### config.mk
export PLATFORM = sky130hd
export DESIGN_NAME = pwm_chan
export DESIGN_NICKNAME = d
export VERILOG_FILES = /design/src/rtl/pwm_chan_pkg.sv /design/src/rtl/pwm_prescale.sv /design/src/rtl/pwm_period_cnt.sv /design/src/rtl/pwm_shaper.sv /design/src/rtl/pwm_chan.sv
export SDC_FILE = /design/constraint.sdc
export NUM_CORES = 1
export LEC_CHECK = 0
export ABC_AREA = 1
export BUFFER_PORTS_ARGS = -buffer_cell sky130_fd_sc_hd__buf_2
export CORE_MARGIN = 2
export CORE_UTILIZATION = 45
export CTS_CLUSTER_SIZE = 14
export DETAILED_ROUTE_END_ITERATION = 10
export GPL_ROUTABILITY_DRIVEN = 0
export PLACE_DENSITY = 0.67
export SETUP_SLACK_MARGIN = 0.1
export SLEW_MARGIN = 30
export SYNTH_ARGS = -nofsm -noshare
export SYNTH_HDL_FRONTEND = slang
export SYNTH_SLANG_ARGS = --single-unit
### constraint.sdc
create_clock -name clk_i -period 2.2 [get_ports clk_i]
set_input_delay 0.11 -clock clk_i [delete_from_list [all_inputs] [get_ports clk_i]]
set_output_delay 0.11 -clock clk_i [all_outputs]
set_load 0.01 [all_outputs]
### src/rtl/pwm_chan_pkg.sv
package pwm_chan_pkg;
  localparam int CNT_W  = 8;
  localparam int DIVH_W = 4;
  localparam int DIVL_W = 8;
  localparam int DW     = 32;

  // control word bit positions
  localparam int C_DIVL_LSB = 0;
  localparam int C_DIVH_LSB = 8;
  localparam int C_PIN_EN   = 12;
  localparam int C_OD       = 13;
  localparam int C_INV      = 14;
  localparam int C_CLK_EN   = 16;
  localparam int C_NOSYNC   = 17;

  // duty word bit positions
  localparam int D_RISE_LSB = 0;
  localparam int D_FALL_LSB = 8;
  localparam int D_PER_LSB  = 24;

  typedef struct packed {
    logic [CNT_W-1:0] per;
    logic [CNT_W-1:0] fall;
    logic [CNT_W-1:0] rise;
  } cmp_cfg_t;
endpackage

### src/rtl/pwm_prescale.sv
module pwm_prescale
  import pwm_chan_pkg::*;
(
  input  logic              clk_i,
  input  logic              rst_ni,
  input  logic              run_i,
  input  logic [DIVH_W-1:0] divh_i,
  input  logic [DIVL_W-1:0] divl_i,
  output logic              tick_o
);
  localparam int PW_W = (1 << DIVH_W) - 1;

  logic [PW_W-1:0]   pw_q;
  logic [PW_W-1:0]   pw_lim;
  logic [DIVL_W-1:0] lin_q;
  logic              tick_h;
  logic              lin_end;

  assign pw_lim  = ~({PW_W{1'b1}} << divh_i);
  assign tick_h  = (pw_q >= pw_lim);
  assign lin_end = (lin_q >= divl_i);
  assign tick_o  = run_i && tick_h && lin_end;

  always_ff @(posedge clk_i or negedge rst_ni) begin
    if (!rst_ni) begin
      pw_q  <= '0;
      lin_q <= '0;
    end else if (!run_i) begin
      pw_q  <= '0;
      lin_q <= '0;
    end else begin
      pw_q <= tick_h ? '0 : pw_q + 1'b1;
      if (tick_h) lin_q <= lin_end ? '0 : lin_q + 1'b1;
    end
  end
endmodule

### src/rtl/pwm_period_cnt.sv
module pwm_period_cnt
  import pwm_chan_pkg::*;
(
  input  logic             clk_i,
  input  logic             rst_ni,
  input  logic             run_i,
  input  logic             tick_i,
  input  logic             sync_i,
  input  cmp_cfg_t         shd_i,
  output logic [CNT_W-1:0] cnt_o,
  output cmp_cfg_t         act_o
);
  logic [CNT_W-1:0] cnt_q;
  cmp_cfg_t         act_q;
  logic             wrap;
  logic             load;

  assign wrap = (cnt_q >= act_q.per);
  // shadow copies through when idle, unsynced, or at the wrap tick
  assign load = !run_i || !sync_i || (tick_i && wrap);

  always_ff @(posedge clk_i or negedge rst_ni) begin
    if (!rst_ni) begin
      cnt_q <= '0;
      act_q <= '0;
    end else begin
      if (!run_i)      cnt_q <= '0;
      else if (tick_i) cnt_q <= wrap ? '0 : cnt_q + 1'b1;
      if (load) act_q <= shd_i;
    end
  end

  assign cnt_o = cnt_q;
  assign act_o = act_q;

  AST_WRAP_TO_ZERO: assert property (@(posedge clk_i) disable iff (!rst_ni)
    (run_i && tick_i && cnt_q >= act_q.per) |=> (cnt_q == '0));
  AST_STOP_CLEARS: assert property (@(posedge clk_i) disable iff (!rst_ni)
    !run_i |=> (cnt_q == '0));
  AST_HOLD_POINTS: assert property (@(posedge clk_i) disable iff (!rst_ni)
    (run_i && sync_i && !tick_i) |=> $stable(act_q));
endmodule

### src/rtl/pwm_shaper.sv
module pwm_shaper
  import pwm_chan_pkg::*;
(
  input  logic             clk_i,
  input  logic             rst_ni,
  input  logic             run_i,
  input  logic [CNT_W-1:0] cnt_i,
  input  cmp_cfg_t         act_i,
  input  logic             inv_i,
  input  logic             od_i,
  output logic             pwm_o,
  output logic             oe_o
);
  logic on;
  logic lvl;
  logic pwm_q, oe_q;

  assign on  = run_i && (cnt_i >= act_i.rise) && (cnt_i < act_i.fall);
  assign lvl = on ^ inv_i;

  always_ff @(posedge clk_i or negedge rst_ni) begin
    if (!rst_ni) begin
      pwm_q <= 1'b0;
      oe_q  <= 1'b1;
    end else begin
      pwm_q <= od_i ? 1'b0 : lvl;
      oe_q  <= od_i ? ~lvl : 1'b1;
    end
  end

  assign pwm_o = pwm_q;
  assign oe_o  = oe_q;

  AST_OD_NEVER_HIGH: assert property (@(posedge clk_i) disable iff (!rst_ni)
    od_i |=> !pwm_o);
  AST_IDLE_LEVEL: assert property (@(posedge clk_i) disable iff (!rst_ni)
    (!run_i && !od_i) |=> (pwm_o == $past(inv_i)));
  AST_EQUAL_OFF: assert property (@(posedge clk_i) disable iff (!rst_ni)
    (run_i && !od_i && act_i.rise == act_i.fall) |=> (pwm_o == $past(inv_i)));
endmodule

### src/rtl/pwm_chan.sv
module pwm_chan
  import pwm_chan_pkg::*;
#(
  parameter int ADDR_W = 4
) (
  input  logic              clk_i,
  input  logic              rst_ni,
  input  logic              we_i,
  input  logic [ADDR_W-1:0] addr_i,
  input  logic [DW-1:0]     wdata_i,
  output logic [DW-1:0]     rdata_o,
  output logic              pwm_o,
  output logic              pwm_oe_o
);
  localparam logic [ADDR_W-1:0] OFS_CTRL = ADDR_W'(0);
  localparam logic [ADDR_W-1:0] OFS_DUTY = ADDR_W'(4);

  logic [DIVH_W-1:0] divh_q;
  logic [DIVL_W-1:0] divl_q;
  logic              clk_en_q, pin_en_q, inv_q, od_q, nosync_q;
  cmp_cfg_t          shd_q, act;
  logic [CNT_W-1:0]  cnt;
  logic              run, tick;

  always_ff @(posedge clk_i or negedge rst_ni) begin
    if (!rst_ni) begin
      divh_q <= '0; divl_q <= '0;
      clk_en_q <= 1'b0; pin_en_q <= 1'b0;
      inv_q <= 1'b0; od_q <= 1'b0; nosync_q <= 1'b0;
      shd_q <= '0;
    end else if (we_i) begin
      if (addr_i == OFS_CTRL) begin
        divl_q   <= wdata_i[C_DIVL_LSB +: DIVL_W];
        divh_q   <= wdata_i[C_DIVH_LSB +: DIVH_W];
        pin_en_q <= wdata_i[C_PIN_EN];
        od_q     <= wdata_i[C_OD];
        inv_q    <= wdata_i[C_INV];
        clk_en_q <= wdata_i[C_CLK_EN];
        nosync_q <= wdata_i[C_NOSYNC];
      end else if (addr_i == OFS_DUTY) begin
        shd_q.rise <= wdata_i[D_RISE_LSB +: CNT_W];
        shd_q.fall <= wdata_i[D_FALL_LSB +: CNT_W];
        shd_q.per  <= wdata_i[D_PER_LSB +: CNT_W];
      end
    end
  end

  always_comb begin
    rdata_o = '0;
    if (addr_i == OFS_CTRL) begin
      rdata_o[C_DIVL_LSB +: DIVL_W] = divl_q;
      rdata_o[C_DIVH_LSB +: DIVH_W] = divh_q;
      rdata_o[C_PIN_EN] = pin_en_q;
      rdata_o[C_OD]     = od_q;
      rdata_o[C_INV]    = inv_q;
      rdata_o[C_CLK_EN] = clk_en_q;
      rdata_o[C_NOSYNC] = nosync_q;
    end else if (addr_i == OFS_DUTY) begin
      rdata_o[D_RISE_LSB +: CNT_W] = shd_q.rise;
      rdata_o[D_FALL_LSB +: CNT_W] = shd_q.fall;
      rdata_o[D_PER_LSB +: CNT_W]  = shd_q.per;
    end
  end

  assign run = clk_en_q && pin_en_q;

  pwm_prescale u_pre (
    .clk_i (clk_i), .rst_ni (rst_ni), .run_i (run),
    .divh_i (divh_q), .divl_i (divl_q), .tick_o (tick)
  );

  pwm_period_cnt u_cnt (
    .clk_i (clk_i), .rst_ni (rst_ni), .run_i (run), .tick_i (tick),
    .sync_i (!nosync_q), .shd_i (shd_q), .cnt_o (cnt), .act_o (act)
  );

  pwm_shaper u_shp (
    .clk_i (clk_i), .rst_ni (rst_ni), .run_i (run), .cnt_i (cnt),
    .act_i (act), .inv_i (inv_q), .od_i (od_q),
    .pwm_o (pwm_o), .oe_o (pwm_oe_o)
  );

  AST_RD_ZERO_ELSEWHERE: assert property (@(posedge clk_i) disable iff (!rst_ni)
    (addr_i != OFS_CTRL && addr_i != OFS_DUTY) |-> (rdata_o == '0));
endmodule

---- Yosys cells after proc, flatten, opt, wreduce, memory -nomap -nowiden ----
Index checks and enable logic that the tools add are counted.
operators by class
  add/subtract/negate cells ............... 3
  eq/ne operators ......................... 3
  reductions and logical operators ........ 12
  $mul .................................... 0
  magnitude comparators ................... 5
  shift operators ......................... 1
  bitwise operators ....................... 4
  div/mod/pow operators ................... 0
  muxes and demuxes ....................... 16
operators by type and width
  operator                 count
  $mux W8                  8
  $mux W15                 3
  $ge A8 B8 Y1             3
  $add A8 B1 Y8 const B    2
  $mux W16                 1
  $add A15 B1 Y15 const B  1
  $ge A15 B15 Y1           1
  $not A15 Y15             1
  $shl A15 B4 Y15 const A  1
  $lt A8 B8 Y1             1
  $logic_and A1 B1 Y1      6
  $eq A4 B3 Y1 const B     1
  $logic_not A4 Y1         1
  $ne A2 B2 Y1 const B     2
  $mux W1                  3
  $reduce_and A3 Y1        1
  $logic_or A1 B1 Y1       2
  $mux W2                  1
  $not A1 Y1               2
  $reduce_and A2 Y1        1
  $logic_not A1 Y1         1
  $xor A1 B1 Y1            1
word-level totals
  word-level logic and storage cells ...... 62
  bits in writable memories ............... 0
  latch bits .............................. 0
  bits of input ports ..................... 39
  memories kept ........................... 0
  ROM bits ................................ 0
  register bits after elaboration ......... 98

---- Logic depth before layout (Yosys ltp) ----
Gate-level depths: netlist of the first run.
  word-level depth ........................ 7
  gate-level depth with buffers ........... 16
  gate-level depth less buffers ........... 14

---- By module ----
A second synthesis of the first run with hierarchy kept.
unflattened totals
  cell total of the unflattened synthesis .. 833
  area, all modules ....................... 6,379.9 um2
by module, submodules not included
  module          times used  cells each  area each (um2)  sequential area each (um2)
  pwm_chan        1           271         2,145.8          1,026.0
  pwm_prescale    1           294         2,094.5          575.6
  pwm_period_cnt  1           190         1,616.6          800.8
  pwm_shaper      1           78          523.0            51.3

---- Worst setup path before layout of the first run ----
OpenSTA, ideal clock, no wires.
  path type ............................... register to register
  start point ............................. register divh_q[2]
  end point ............................... register u_cnt.act_q (netlist bit u_cnt.act_o[0])
  stages on the path, launching flop included .. 17
  arrival time ............................ 2.032 ns
  slack ................................... 0.051 ns
  setup time .............................. 0.117 ns
  data required time ...................... 2.083 ns
  cell sequence ........................... dfrtp_1 clkbuf_1 nor2_1 inv_1 o21ai_0 ha_1 nand2_1 nor2_1 nand2_1 nor2_1 nor2_1 nand3_4 nand4_4 nand2_4 buf_6 nand2_1 nand2_1
between the ends
  cells in the longest elaborated chain, start to end .. 7
ends and longest elaborated chain
  element                           RTL line              RTL
  from (decl)                       pwm_chan.sv:18        logic [DIVH_W-1:0] divh_q;
  from (signal assigned)            pwm_chan.sv:34        divh_q <= wdata_i[C_DIVH_LSB +: DIVH_W];
  $shl A15 B4 Y15                   pwm_prescale.sv:19    assign pw_lim = ~({PW_W{1'b1}} << divh_i);
  $not A15 Y15                      pwm_prescale.sv:19
  $ge A15 B15 Y1                    pwm_prescale.sv:20    assign tick_h = (pw_q >= pw_lim);
  $logic_and A1 B1 Y1 (2 in a row)  pwm_prescale.sv:22    assign tick_o = run_i && tick_h && lin_end;
  $logic_and A1 B1 Y1               pwm_period_cnt.sv:20  assign load = !run_i || !sync_i || (tick_i && wrap);
  $logic_or A1 B1 Y1                pwm_period_cnt.sv:20
  to (signal assigned)              pwm_period_cnt.sv:29  if (load) act_q <= shd_i;
  to (decl)                         pwm_period_cnt.sv:14  cmp_cfg_t act_q;
Every way passes these cells.
A chain may end at the register's enable or synchronous reset.

---- Worst setup path after layout of the first run ----
  start point ............................. register divh_q[1]
  end point ............................... register u_cnt.cnt_q[1], in the netlist u_cnt.cnt_o[1]
between the ends
  cells in the longest elaborated chain, start to end .. 6
ends and longest elaborated chain
  element                           RTL line              RTL
  $shl A15 B4 Y15                   pwm_prescale.sv:19
  $not A15 Y15                      pwm_prescale.sv:19
  $ge A15 B15 Y1                    pwm_prescale.sv:20
  $logic_and A1 B1 Y1 (2 in a row)  pwm_prescale.sv:22
  $ne A2 B2 Y1 (no source line)     -
  to (signal assigned)              pwm_period_cnt.sv:28  else if (tick_i) cnt_q <= wrap ? '0 : cnt_q + 1'b1;
  to (decl)                         pwm_period_cnt.sv:13  logic [CNT_W-1:0] cnt_q;
Every way passes these cells.

==> metrics, run 1 <==
fmax=456 MHz; first-pass GRT wire length=22800 um; DRC Markers=0; DRT Wirelength=13800 um; Die Footprint=13800 um2; 1st-iter DRT viols=198; Die H=117 um; crit-path cells=nor2_2 -> inv_2 -> a21oi_2 -> ha_1 -> nand2_1 -> nand2_1 -> a21oi_2 -> nand2_2 -> nand2_2 -> nand3_4 -> buf_6 -> nand3_4 -> buf_12 -> nand3_1 -> nand2_1; CP top delay family=simple AND/OR/NAND/NOR gates; pwr dens=731 nW/um2; Clock Skew=0.00902 ns; Clock Latency Late Sink=0.36 ns; Tcrit/Tclk final=99.6%; DPL Wire Length=9980 um; WP data required=2.49 ns; sw power=1.64 mW; WP data arrival=2.49 ns; Antenna diodes=0; via/cell ratio=5.02; Internal=3.48 mW; Seq/Total Area, Yosys=42.4%; Slew @ Worst Pin=0.587 ns; Lkg Pwr=3.78 nW; nets@finish=902; via count of the first global-routing pass=4857; sw frac=32.0%; largest net degree at the start of global routing=47; hold crit path type=in2reg; endpoints failing setup=0; Bufs on Longest Clock Path=2; clock tree from TritonCTS=done; Clk pwr share=31.2%; MaxCap Viol Count=0; combinational fraction of design power=24.1%; CTS clock-pin slew for the worst setup and hold paths=0.07 ns; Tmin final=2.19 ns; num ports=73; Post-Synth XOR/XNOR Area=2.42%; Die X=117 um; routed len/inst=13.9 um; initial antenna violation count=0; maximum vdd drop=0.433 mV; clk root buf=clkbuf_16; largest family of logic cells by synthesized area=simple AND/OR/NAND/NOR gates; Seq cells post-synth=98; Worst Setup End Kind=flop; level count of the clock H-tree=3; RSZ-0062 raised after global routing=true; compound-gate portion of the synthesized area=8.78%; post-synthesis mux area share=0%; Crit path largest cell delay=0.43 ns; Final Cell Area=7000 um2; critical path's most frequent cell=nand2_1; CORE AREA=12600 um2; relative slew slack=60.8%; CP max FO=8; synthesized area=5790 um2; crit path launch type=flop; initial core utilization=46.1%; DR vias=4975; 1st-pass router iterations=4; CP max stage cell=dfrtp_1; Num CTS Buffers=9; share of cells above drive strength 1=22.0%; status=complete, no violations; final hold vios=0; synthesis-to-layout area growth=21.0%; CTS sink cnt=98; sequential share of power=44.8%; cell row count=41; fin util=55.7%; syn_area_per_cell=7.97 um2; GRT Total Usage=20.4%; synth warn=0; Overflow after GRT=0; cells after synthesis=726; Port-buffer cells=60; dpl cell area=6370 um2; post-synthesis simple-gate area fraction=26.0%; post-synthesis adder-cell area fraction=10.6%; critical path type=reg2reg; Final ANT Viol Nets=0; CP bufs+invs=3; final slew viol count=0; Distinct cells, synth=37
worst register-to-register path, cell delays in order (launching register included):
cell     delay, ns
dfrtp_1       0.43
nor2_2        0.16
inv_2         0.07
a21oi_2       0.15
ha_1          0.25
nand2_1       0.07
nand2_1       0.06
a21oi_2       0.13
nand2_2       0.07
nand2_2       0.08
nand3_4       0.14
buf_6         0.16
nand3_4       0.07
buf_12        0.14
nand3_1       0.06
nand2_1       0.09
cells in the mapped netlist, drive strengths merged:
cell	n	area, um2
a211oi	2	15.0
a21oi	31	155
a22o	6	52.6
buf	15	115
clkbuf	12	45.0
clkinv	2	7.51
conb	1	3.75
dfrtp	97	2430
dfstp	1	26.3
ha	49	613
inv	106	398
nand2	192	741
nand3	56	315
nand3b	3	22.5
nand4	6	52.6
nor2	63	272
nor3	9	72.6
nor3b	3	22.5
nor4	1	6.26
o21a	2	15.0
o21ai	51	255
o21bai	2	15.0
xnor2	2	17.5
xor2	14	123
sequential cells by signal, summed over array words and instances, names as in the netlist:
signal,count
shd_q,24
u_pre.lin_q,8
pin_en_q,1
u_shp.oe_o,1
od_q,1
divl_q,8
divh_q,4
inv_q,1
u_pre.pw_q,15
u_cnt.cnt_o,8
u_shp.pwm_o,1
u_cnt.act_o,24
clk_en_q,1
nosync_q,1
layer usage:
layer  track usage (%)  up-vias  routed length, um
met5                 0        -                  0
met4              8.58        0                353
met3              3.60       20                464
met2              35.4       93               6910
met1              25.1     2384               6080
li1                  -     2478                  -
cell type report:
type	instances	area (um2)
fillers	1149	5570
multi-input cells	499	2980
flip-flops and latches	98	2460
repair buffers	98	643
inverters	108	410
clock buffers	11	243
well taps	172	215
clock inverters	5	53.8
final timing paths:
kind,end,startpoint,cells after the start,slack (ns)
max in group asynchronous,divh_q[3]$_DFFE_PN0P_,rst_ni,3,1.21
min in group asynchronous,u_pre.pw_q[3]$_DFF_PN0_,rst_ni,2,0.30
min,shd_q[22]$_DFFE_PN0P_,wdata_i[30],3,0.003
max reg2reg,u_cnt.cnt_o[1]$_DFFE_PN0P_,divh_q[1]$_DFFE_PN0P_,15,0.008
max,u_cnt.cnt_o[1]$_DFFE_PN0P_,divh_q[1]$_DFFE_PN0P_,15,0.008
min reg2reg,u_cnt.act_o[22]$_DFFE_PN0P_,shd_q[22]$_DFFE_PN0P_,2,0.48
layout by cell type (no fill, tap or decap), drive strengths merged:
master and n:
clkinv 5, a21oi 31, bufinv 1, nor4 1, o21bai 2, nand2 193
o21ai 51, ha 49, nor2 63, a22o 6, nand3 56, nand4 6
xor2 14, nor3b 3, nor3 9, o21a 2, dfrtp 97, dfstp 1
a211oi 2, conb 6, nand3b 3, dlygate4sd3 3, buf 95, clkbuf 11
inv 107, xnor2 2
logic make-up (layout without fill, tap and decap cells):
logic type / Yosys count / after routing
AO/OA/AOI/OAI: 94 / 94
XOR/XNOR: 16 / 16
adder cells (fa/ha/maj): 49 / 49
buffers and inverters: 135 / 222
flip-flops: 98 / 98
other: 1 / 6
AND/OR/NAND/NOR: 333 / 334
power groups by stage:
stage | Clock [mW] | Sequential, mW | Combinational, mW
3_3_place_gp | 0 | 2.30 | 1.04
4_1_cts | 1.63 | 2.29 | 1.17
5_1_grt | 1.69 | 2.33 | 1.42
3_5_place_dp | 0 | 2.31 | 1.09
2_1_floorplan | 0 | 2.25 | 0.782
6_report | 1.59 | 2.29 | 1.23
what timing repair did:
item                                    CTS  global route
cloned                                    0             1
hold buffers                              3             0
gates resized for setup                  35            26
hold endpoints to repair                 43             0
endpoints found under the setup margin   54            55
setup buffers                             5             4
pin swaps                                17             6
stage by stage:
step | TNS (ns) | hold slack, ns | power [mW] | instances | setup WS [ns]
floorplan | 0 | -0.186 | 3.03 | 731 | 0.102
global placement | 0 | 0.146 | 3.35 | 962 | 0.000950
detailed placement | -0.911 | 0.155 | 3.41 | 962 | -0.0857
CTS | 0 | 0.00112 | 5.09 | 986 | 0.0552
global route | -5.33 | 0.00842 | 5.44 | 991 | -0.174
finish | 0 | 0.00328 | 5.12 | 991 | 0.00779
(Power assumes the default switching activity.)
==> run 2: changes to the inputs <==
--- a/config.mk
+++ b/config.mk
@@ -17,4 +17,5 @@
 export SLEW_MARGIN = 30
 export SYNTH_ARGS = -nofsm -noshare
 export SYNTH_HDL_FRONTEND = slang
+export SYNTH_HIERARCHICAL = 1
 export SYNTH_SLANG_ARGS = --single-unit
==> metrics, run 2 <==
level count of the clock H-tree=3 (unchanged); largest net degree at the start of global routing=75 (+60%); Die X=123 um (+4.8%); Synth Flop Type=dfrtp_1; via count of the first global-routing pass=5480 (+13%); 1st-pass router iterations=5 (+1); cells after synthesis=833 (+15%); clk root buf=clkbuf_16; Tmin final=2.48 ns (+0.283 ns); Tcrit/Tclk final=113% (+13 points); share of cells above drive strength 1=28.0% (+6.1 points); Distinct cells, synth=35 (-5.4%); via/cell ratio=5.11 (+1.7%); first-pass GRT wire length=26900 um (+18%); final slew viol count=0 (unchanged); DRT Wirelength=16400 um (+19%); status=finished with violations; Worst Reg-to-Reg Cells=16 (+1); Post-synth top cells=nand2_1 (262), dfrtp_1 (97), inv_1 (89); crit path launch=divh_q[1]$_DFFE_PN0P_; TNS Setup=-7.50 ns (-7.50 ns); DRC Markers=0 (unchanged); Hold Path Stages=3 (unchanged); cell taking the most area after synthesis=dfrtp_1; fmax=404 MHz (-11%); syn_area_per_cell=7.66 um2 (-3.9%); R2R Path Start=divh_q[1]$_DFFE_PN0P_; fin util=59.2% (+3.5 points); Final ANT Viol Nets=0 (unchanged); most common cell in the netlist=nand2_1; Overflow after GRT=0 (unchanged); Worst Setup End Kind=flop; clock tree from TritonCTS=done; endpoints failing setup=35 (+35); Clock Latency Late Sink=0.37 ns (about the same); initial antenna violation count=1 (+1); Bufs on Longest Clock Path=2 (unchanged); num ports=73 (unchanged); Num CTS Buffers=9 (unchanged); Seq cells post-synth=98 (unchanged); GRT Total Usage=22.8% (+2.3 points); CP max FO=10 (+2); synthesized area=6380 um2 (+10%); hold crit path type=in2reg; fill cell total of the finished layout=1222 (+6.4%); reg-to-reg slack, setup=-0.28 ns (-0.28 ns); Port-buffer cells=60 (unchanged); Synth async-reset ratio=100% (unchanged); pre-CTS WS=-0.286 ns (-0.200 ns); CORE AREA=13900 um2 (+10%); Worst Hold End=shd_q[15]$_DFFE_PN0P_; final hold vios=0 (unchanged); synthesis-to-layout area growth=28.9%; WP data arrival=2.74 ns (+0.25 ns); Tot Pwr=5.63 mW (+9.9%); CTS sink cnt=98 (unchanged); failing checks=setup timing; most common cell after layout, fill and taps aside=nand2_1; pwr dens=684 nW/um2 (-6.4%); crit path launch type=flop; WP data required=2.46 ns (-0.03 ns); Slew @ Worst Pin=0.530 ns (-0.0576 ns); most frequent cells in the layout=nand2_1 (238), dfrtp_1 (95), inv_1 (86), nand3_1 (67), buf_2 (59); share of the synthesized area in the top cell type=38.0% (-3.9 points); nets@finish=1039 (+15%); DPL Wire Length=11100 um (+11%); relative slew slack=64.6% (+3.8 points); synth warn=6 (+6); 1st-iter DRT viols=429 (+120%); PnR worst setup slack=-0.275 ns (-0.283 ns); initial core utilization=46.0% (-0.091 points); maximum vdd drop=0.406 mV (-6.3%); Seq/Total Area, Yosys=38.5% (-3.9 points); DR vias=5810 (+17%); routed len/inst=14.4 um (+3.5%); Die H=123 um (+4.8%); critical path type=reg2reg; RSZ-0062 raised after global routing=true; cell row count=43 (+4.9%); top cells by area, synth=dfrtp_1 (38%), nand2_1 (15%), ha_1 (9.6%); Die Footprint=15100 um2 (+9.9%); reg2reg end=u_cnt/act_o[7]$_DFFE_PN0P_; Lkg Pwr=4.34 nW (+15%); Post-synth EDFFs=0 (unchanged); MaxCap Viol Count=0 (unchanged); Clock Skew=0.0108 ns (+0.00176 ns); CTS clock-pin slew for the worst setup and hold paths=0.08 ns (about the same); hold path start=wdata_i[15]
run 2: cell type report:
type / count / area (um2) / area share, %
clock inverters: 5 / 67.6 / 0.822
multi-input cells: 605 / 3780 / 45.9
diodes: 2 / 5.00 / 0.0609
flip-flops and latches: 98 / 2460 / 29.9
repair buffers: 139 / 1060 / 12.9
inverters: 98 / 375 / 4.56
well taps: 180 / 225 / 2.74
clock buffers: 11 / 253 / 3.07
run 2: through the flow:
| step | hold slack, ns | cells | instance area [um2] |
|---|---|---|---|
| 3_3_place_gp | 0.0402 | 1085 | 7160 |
| 5_1_grt | 0.0105 | 1136 | 8220 |
| 3_5_place_dp | 0.0389 | 1085 | 7160 |
| 4_1_cts | 0.000119 | 1133 | 7980 |
| 2_1_floorplan | -0.186 | 838 | 6570 |
| 6_report | 0.00600 | 1138 | 8220 |
run 2: cells by family (layout without fill, tap and decap cells):
| kind of cell | Yosys count | count (layout) | share of synthesized area, % |
|---|---|---|---|
| and+or+nand+nor | 497 | 500 | 36.5 |
| adders and majority gates | 49 | 49 | 9.61 |
| buffers and inverters | 138 | 253 | 10.0 |
| DFF | 98 | 98 | 38.5 |
| xor gates and xnor gates | 19 | 19 | 2.61 |
| AOI/OAI and AO/OA | 31 | 31 | 2.77 |
| other | 1 | 8 | 0.0588 |
run 2: worst max-delay path by stage:
stage / endpoint / slack, ns / cells past startpoint
global route: u_cnt/act_o[1]$_DFFE_PN0P_ / -0.39 / 17
global placement: u_cnt/cnt_o[4]$_DFFE_PN0P_ / -0.22 / 16
floorplan: u_cnt/cnt_o[7]$_DFFE_PN0P_ / -0.22 / 18
finish: u_cnt/act_o[7]$_DFFE_PN0P_ / -0.28 / 16
CTS: u_cnt/cnt_o[4]$_DFFE_PN0P_ / -0.19 / 16
detailed placement: u_cnt/cnt_o[7]$_DFFE_PN0P_ / -0.29 / 16
run 2: power breakdown:
part / internal, mW / total [mW] / switching (mW)
combinational: 0.644 / 1.58 / 0.936
clock: 0.962 / 1.72 / 0.757
sequential: 2.08 / 2.33 / 0.250
total: 3.68 / 5.63 / 1.94
run 2: timing repair:
| item | 4_1_cts | 5_1_grt |
|---|---|---|
| pin swaps | 19 | 23 |
| endpoints found under the hold margin | 36 | 0 |
| endpoints found under the setup margin | 46 | 55 |
| cloned | 5 | 0 |
| gates resized for setup | 47 | 48 |
| setup buffers | 14 | 8 |
| hold buffers | 13 | 0 |
run 2: per-layer routing:
metal / track usage (%) / vias to the layer above / share of wire [%]
li1: - / 2926 / -
met1: 31.4 / 2729 / 47
met2: 35.7 / 136 / 47
met3: 4.20 / 19 / 4.2
met4: 8.66 / 0 / 1.6
met5: 0 / - / 0
run 2: worst max-delay path, stage by stage, from the launching register on:
cell and delay [ns]:
dfrtp_1 0.42, nand2_2 0.10, inv_4 0.10, o21ai_2 0.07
ha_1 0.31, nand2_1 0.09, nor2_2 0.13, nand2_4 0.09
nor2_4 0.11, nand2_4 0.06, nand3_4 0.10, nand2_4 0.06
nor2_4 0.19, nand2_4 0.11, bufbuf_16 0.30, nand3_1 0.07
nand2_1 0.06
